$ cat config.mk
export PLATFORM = sky130hd
export DESIGN_NAME = fsync_rx_unit
export DESIGN_NICKNAME = d
export VERILOG_FILES = /design/src/rtl/fsync_rx_pkg.sv /design/src/rtl/fsync_mode_dec.sv /design/src/rtl/fsync_edge_det.sv /design/src/rtl/fsync_pin_drv.sv /design/src/rtl/fsync_rx_unit.sv
export SDC_FILE = /design/constraint.sdc
export NUM_CORES = 1
export LEC_CHECK = 0
export BUFFER_PORTS_ARGS = -buffer_cell sky130_fd_sc_hd__buf_2
export CORE_MARGIN = 2
export CORE_UTILIZATION = 45
export CTS_BUF_LIST = sky130_fd_sc_hd__clkbuf_4
export DETAILED_ROUTE_END_ITERATION = 16
export PLACE_DENSITY = 0.78
export SETUP_SLACK_MARGIN = 0.1
export SYNTH_ARGS = -nofsm -noshare
export SYNTH_HDL_FRONTEND = slang
export SYNTH_SLANG_ARGS = --single-unit
$ cat constraint.sdc
create_clock -name clk_i -period 3 [get_ports clk_i]
set_input_delay 0 -clock clk_i [delete_from_list [all_inputs] [get_ports clk_i]]
set_output_delay 0 -clock clk_i [all_outputs]
set_load 0.05 [all_outputs]
$ cat src/rtl/fsync_rx_pkg.sv
package fsync_rx_pkg;

    localparam int unsigned MODE_W   = 9;
    localparam int unsigned TDM_MIN  = 2;
    localparam int unsigned TDM_MAX  = 32;
    localparam int unsigned LONG_SLT = 384;

    typedef struct packed {
        logic [MODE_W-1:0] mode;
        logic              internal;
        logic              fall;
        logic              wide;
    } fs_cfg_t;

    function automatic logic mode_ok(input logic [MODE_W-1:0] m);
        return (m == '0) ||
               ((m >= MODE_W'(TDM_MIN)) && (m <= MODE_W'(TDM_MAX))) ||
               (m == MODE_W'(LONG_SLT));
    endfunction

    function automatic logic mode_burst(input logic [MODE_W-1:0] m);
        return (m == '0);
    endfunction

endpackage

$ cat src/rtl/fsync_mode_dec.sv
module fsync_mode_dec
    import fsync_rx_pkg::*;
(
    input  logic [MODE_W-1:0] mode_i,
    output logic              valid_o,
    output logic [MODE_W-1:0] last_slot_o
);
    always_comb begin
        valid_o     = mode_ok(mode_i);
        last_slot_o = '0;
        if (valid_o && !mode_burst(mode_i)) begin
            last_slot_o = mode_i - MODE_W'(1);
        end
    end
endmodule

$ cat src/rtl/fsync_edge_det.sv
module fsync_edge_det (
    input  logic clk_i,
    input  logic rst_ni,
    input  logic pin_i,
    input  logic fall_i,
    output logic edge_o
);
    logic prev_d, prev_q;

    always_comb begin
        prev_d = pin_i;
        if (fall_i) begin
            edge_o = prev_q && !pin_i;
        end else begin
            edge_o = !prev_q && pin_i;
        end
    end

    always_ff @(posedge clk_i or negedge rst_ni) begin
        if (!rst_ni) begin
            prev_q <= 1'b0;
        end else begin
            prev_q <= prev_d;
        end
    end
endmodule

$ cat src/rtl/fsync_pin_drv.sv
module fsync_pin_drv (
    input  logic run_i,
    input  logic slot_zero_i,
    input  logic bit_zero_i,
    input  logic wide_i,
    input  logic fall_i,
    input  logic gen_en_i,
    output logic pin_o,
    output logic oe_o
);
    logic active;

    always_comb begin
        active = run_i && slot_zero_i && (wide_i || bit_zero_i);
        oe_o   = gen_en_i;
        pin_o  = gen_en_i ? (active ^ fall_i) : 1'b0;
    end
endmodule

$ cat src/rtl/fsync_rx_unit.sv
module fsync_rx_unit
    import fsync_rx_pkg::*;
#(
    parameter int unsigned SLOT_BITS = 32
) (
    input  logic              clk_i,
    input  logic              rst_ni,
    input  logic [MODE_W-1:0] cfg_mode_i,
    input  logic              cfg_internal_i,
    input  logic              cfg_fall_i,
    input  logic              cfg_slotwide_i,
    input  logic              start_req_i,
    input  logic              fs_pin_i,
    output logic              fs_pin_o,
    output logic              fs_oe_o,
    output logic              frame_start_o,
    output logic [MODE_W-1:0] slot_idx_o
);
    localparam int unsigned BIT_W    = (SLOT_BITS > 2) ? $clog2(SLOT_BITS) : 1;
    localparam logic [BIT_W-1:0] LAST_BIT = BIT_W'(SLOT_BITS - 1);

    typedef struct packed {
        fs_cfg_t           act;
        logic              run;
        logic [BIT_W-1:0]  bit_cnt;
        logic [MODE_W-1:0] slot;
        logic              start;
    } fs_state_t;

    fs_state_t st_d, st_q;

    fs_cfg_t           cfg_in;
    fs_cfg_t           cfg_eff;
    logic              act_valid;
    logic [MODE_W-1:0] act_last;
    logic              last_bit;
    logic              frame_end;
    logic              boundary;
    logic              eff_valid;
    logic              ext_edge;
    logic              begin_frame;

    fsync_mode_dec u_act_dec (
        .mode_i      (st_q.act.mode),
        .valid_o     (act_valid),
        .last_slot_o (act_last)
    );

    fsync_edge_det u_edge (
        .clk_i  (clk_i),
        .rst_ni (rst_ni),
        .pin_i  (fs_pin_i),
        .fall_i (cfg_eff.fall),
        .edge_o (ext_edge)
    );

    fsync_pin_drv u_drv (
        .run_i       (st_q.run),
        .slot_zero_i (st_q.slot == '0),
        .bit_zero_i  (st_q.bit_cnt == '0),
        .wide_i      (st_q.act.wide),
        .fall_i      (st_q.act.fall),
        .gen_en_i    (st_q.act.internal && act_valid),
        .pin_o       (fs_pin_o),
        .oe_o        (fs_oe_o)
    );

    always_comb begin
        cfg_in.mode     = cfg_mode_i;
        cfg_in.internal = cfg_internal_i;
        cfg_in.fall     = cfg_fall_i;
        cfg_in.wide     = cfg_slotwide_i;

        last_bit  = (st_q.bit_cnt == LAST_BIT);
        frame_end = st_q.run && last_bit && (st_q.slot == act_last);
        boundary  = !st_q.run || frame_end;
        cfg_eff   = boundary ? cfg_in : st_q.act;
        eff_valid = mode_ok(cfg_eff.mode);

        st_d       = st_q;
        st_d.start = 1'b0;
        if (boundary) begin
            st_d.act = cfg_in;
        end

        if (st_q.run) begin
            if (frame_end) begin
                st_d.run     = 1'b0;
                st_d.bit_cnt = '0;
                st_d.slot    = '0;
            end else if (last_bit) begin
                st_d.bit_cnt = '0;
                st_d.slot    = st_q.slot + MODE_W'(1);
            end else begin
                st_d.bit_cnt = st_q.bit_cnt + BIT_W'(1);
            end
        end

        begin_frame = 1'b0;
        if (eff_valid) begin
            if (cfg_eff.internal) begin
                if (mode_burst(cfg_eff.mode)) begin
                    begin_frame = boundary && start_req_i;
                end else begin
                    begin_frame = boundary;
                end
            end else begin
                begin_frame = ext_edge;
            end
        end

        if (begin_frame) begin
            st_d.run     = 1'b1;
            st_d.bit_cnt = '0;
            st_d.slot    = '0;
            st_d.start   = 1'b1;
        end
    end

    always_ff @(posedge clk_i or negedge rst_ni) begin
        if (!rst_ni) begin
            st_q <= '0;
        end else begin
            st_q <= st_d;
        end
    end

    assign frame_start_o = st_q.start;
    assign slot_idx_o    = st_q.slot;

endmodule

==> impl_summary.txt <==
----------------------------------------------------
[Global route]
  Vias in the first global route ... 1978
  All-layer global routing usage ... 0.207
  Initial antenna violation count ... 0
  Remaining global-route overflow ... 0
  First-pass GRT wire length ... 8.87 mm
  Maximum number of pins on one net before global-route repair ... 30

[Timing]
  Final setup vio count ... 0
  Total Neg Setup Slack ... 0 ns
  Unrepaired setup endpoints after global routing ... yes
  Slew Viols, Final ... 0
  Relative slew slack ... 0.563
  Hold violation total from the final report ... 0
  Timing-limited maximum frequency ... 354 MHz
  Period utilisation layout ... 0.942
  Worst clock skew ... 0.00823 ns
  Final worst path period need ... 2.83 ns
  Worst-Margin Slew ... 0.655 ns

[Power]
  Register share of total power ... 0.411
  Leak pwr ... 0.00130 uW
  Sw frac ... 0.361
  Internal ... 733 uW
  Switching Power ... 413 uW
  Pwr/cell area ... 409 nW/um2
  Maximum VDD drop ... 0.000318 V
  Combinational Power Share ... 0.392
  Clock network power share ... 0.198

[Clock tree]
  H-tree lvl count ... 2
  Clock root buffer ... sky130_fd_sc_hd__clkbuf_4
  Total clock buffers created by CTS ... 5
  Count of clock tree sinks ... 29
  CTS tree ... built
  Source-to-sink clock delay at the later pin of the worst-skew pair ... 0.34 ns
  Buffer depth of the longest clock path ... 2
  Clock-pin slew on the worst setup and hold paths ... 0.09 ns

[Logic synthesis]
  Syn Area/Cell ... 8.99 um2
  Number of distinct standard cells referenced by the synthesized netlist ... 58
  Fraction of synthesis flops using an asynchronous set or reset pin ... 1.00
  Share of the synthesized area in the top cell type ... 0.322
  Part of the Yosys area used for sequential elements ... 0.322
  Top FF cell, synth ... sky130_fd_sc_hd__dfrtp_1
  Post-synthesis register bit count ... 29
  Post-synthesis cell area ... 2260 um2
  Net count after synthesis ... 275
  Area leader, netlist ... sky130_fd_sc_hd__dfrtp_1
  Cell types with the largest area share after synthesis ... sky130_fd_sc_hd__dfrtp_1 32%, sky130_fd_sc_hd__mux2_4 6.0%, sky130_fd_sc_hd__ha_1 4.4%
  Number of flops mapped to enable cells by yosys ... 0
  Count of yosys warnings during synthesis ... 0
  Gate count of the mapped netlist ... 251

[Worst setup path]
  Worst path top cell family by delay ... simple AND/OR/NAND/NOR gates
  Startpoint types ... flip-flop
  CP Data Arrival Time ... 3.05 ns
  Startpoint of the most critical setup path ... st_q[20]$_DFF_PN0_
  Critical path class ... flip-flop to flip-flop
  Depth of the worst register-to-register path ... 11
  Capturing instance or port of the critical path ... st_q[17]$_DFF_PN0_
  Worst path depth ... 11
  Biggest fanout along the worst timing path ... 13
  Count of buffer and inverter cells on the critical path ... 2
  Cell breakdown of the critical path ... inv_1 -> ha_1 -> or2b_2 -> nor2_1 -> nand3_1 -> o221a_4 -> a2111oi_4 -> buf_4 -> o21ai_4 -> nand2_8 -> mux2_2
  Endpoint class of the critical path ... flip-flop
  Required time at the endpoint of the critical path ... 3.23 ns
  Slowest Stage Delay on Critical Path ... 0.41 ns
  Worst reg2reg setup slack ... 0.17 ns
  Critical register-to-register path endpoint ... st_q[17]$_DFF_PN0_
  Critical R2R Launch ... st_q[20]$_DFF_PN0_
  Crit path max-delay cell type ... sky130_fd_sc_hd__dfrtp_1

[Detailed routing]
  Number of nets with antenna violations after routing ... 0
  Post-route DRC ... 0
  Number of vias per cell after detailed routing ... 5.66
  Violation count after the first detailed-routing iteration ... 163
  Vias post-DR ... 2066
  DR WL/cell ... 14.9 um
  Detailed Routing Iterations Pass 1 ... 6
  Wire length after detailed routing ... 5.43 mm

[Layout]
  Area taken by flip-flops and latches ... 726 um2
  Share of cells above drive strength 1 ... 0.326
  Final antenna diode count ... 0
  Synth-to-Final Area Change ... 24.2%
  Final design area excluding fillers ... 2800 um2
  Number of nets in the layout ... 321
  Fill cells ... 406
  Multi-input combinational cell area ... 1430 um2

[Die]
  Starting Density ... 0.472
  Core area ... 4790 um2
  Die span in x ... 74.8 um
  Floorplan die height ... 74.8 um
  Cell Rows ... 25
  Number of ports placed on the die boundary ... 28
  Die ar. ... 5600 um2

[Placed design]
  Placed Area ... 2420 um2
  Number of I/O port buffers ... 27
  Weighted congestion at the end of routability-driven global placement ... 0.881
  Detailed Place HPWL ... 3.56 mm

[Hold path]
  Class of the worst hold path ... input pin to async pin

[Run status]
  Run status ... complete, no violations

[Job]
  Maximum Capacitance Violations ... 0

----------------------------------------------------
sequential cells by signal (all words and copies together) (netlist names):
name and flops:
frame_start_o 1, u_edge.prev_q 1, st_q 18, slot_idx_o 9
cell families (layout without fill, tap and decap cells):
family,count (synthesis),in the layout,synth area share
AO/OA/AOI/OAI,54,54,0.187
XOR/XNOR,6,6,0.0233
adder cells (fa/ha/maj),8,8,0.0443
buffers and inverters,34,81,0.0881
flip-flops,29,29,0.322
multiplexers,13,13,0.0793
AND/OR/NAND/NOR,107,107,0.256
power by group through the flow:
stage,combinational [uW],sequential (uW),clock (uW)
2_1_floorplan,271,478,0
3_3_place_gp,365,475,0
3_5_place_dp,372,476,0
4_1_cts,413,468,236
5_1_grt,494,476,252
6_report,449,471,227
cell usage after synthesis (all sizes together) (5+ instances only):
cell and n:
o21ai 8, nor3 12, nor2 15, a21oi 21, inv 13, nand3 18
mux2 12, nand2 25, clkbuf 7, ha 8, a31oi 6, dfrtp 29
buf 14, o211ai 5
timing repair:
| item | in CTS | in global routing |
|---|---|---|
| buffers inserted | 4 | 3 |
| endpoints found under the setup margin | 12 | 27 |
| endpoints found under the hold margin | 43 | 0 |
| cloned | 1 | 0 |
| hold buffers | 14 | 0 |
| pin swaps | 3 | 8 |
| gates resized for setup | 1 | 15 |
placed cells by master (no fill, tap or decap), types with 5 or more instances in the layout:
cell type,n
sky130_fd_sc_hd__buf_2,27
sky130_fd_sc_hd__buf_4,14
sky130_fd_sc_hd__o21ai_0,6
sky130_fd_sc_hd__nor3_1,12
sky130_fd_sc_hd__ha_1,8
sky130_fd_sc_hd__a21oi_1,14
sky130_fd_sc_hd__inv_1,13
sky130_fd_sc_hd__mux2_4,9
sky130_fd_sc_hd__dfrtp_1,29
sky130_fd_sc_hd__dlygate4sd3_1,14
sky130_fd_sc_hd__a21oi_2,7
sky130_fd_sc_hd__nand3_1,18
sky130_fd_sc_hd__clkbuf_4,5
sky130_fd_sc_hd__nor2_1,12
sky130_fd_sc_hd__nand2_1,24
layer usage:
| layer | share of wire | vias up | routed length (um) | GRT usage |
|---|---|---|---|---|
| met4 | 0.018 | 0 | 95 | 0.0972 |
| met2 | 0.48 | 68 | 2610 | 0.332 |
| li1 | - | 988 | - | - |
| met1 | 0.45 | 1001 | 2430 | 0.266 |
| met5 | 0 | - | 0 | 0 |
| met3 | 0.053 | 9 | 286 | 0.0455 |
metrics by stage:
stage	setup slack, ns	instances	hold WS, ns	power, uW	util
finish	0.174	365	0.217	1150	0.586
global route	0.0339	365	0.292	1220	0.586
CTS	0.108	362	0.226	1120	0.559
detailed placement	0.0126	335	0.0748	848	0.506
global placement	0.118	335	0.0717	840	0.506
floorplan	0.192	251	-0.296	750	-
area by class of cell:
type | instances | area share
repair buffers | 60 | 0.165
multi-input cells | 188 | 0.511
flip-flops and latches | 29 | 0.259
clock inverters | 3 | 0.00446
well taps | 67 | 0.0299
inverters | 13 | 0.0174
clock buffers | 5 | 0.0134
how the worst min path moves through the flow:
stage / from / endpoint / slack (ns) / depth (start not counted)
floorplan: rst_ni / frame_start_o$_DFF_PN0_ / -0.30 / 0
global placement: rst_ni / u_edge.prev_q$_DFF_PN0_ / 0.07 / 1
detailed placement: rst_ni / st_q[17]$_DFF_PN0_ / 0.07 / 1
CTS: rst_ni / st_q[18]$_DFF_PN0_ / 0.23 / 2
global route: rst_ni / st_q[11]$_DFFE_PN0P_ / 0.29 / 2
finish: rst_ni / st_q[18]$_DFF_PN0_ / 0.22 / 2
Power figures use the tool's default switching activity.
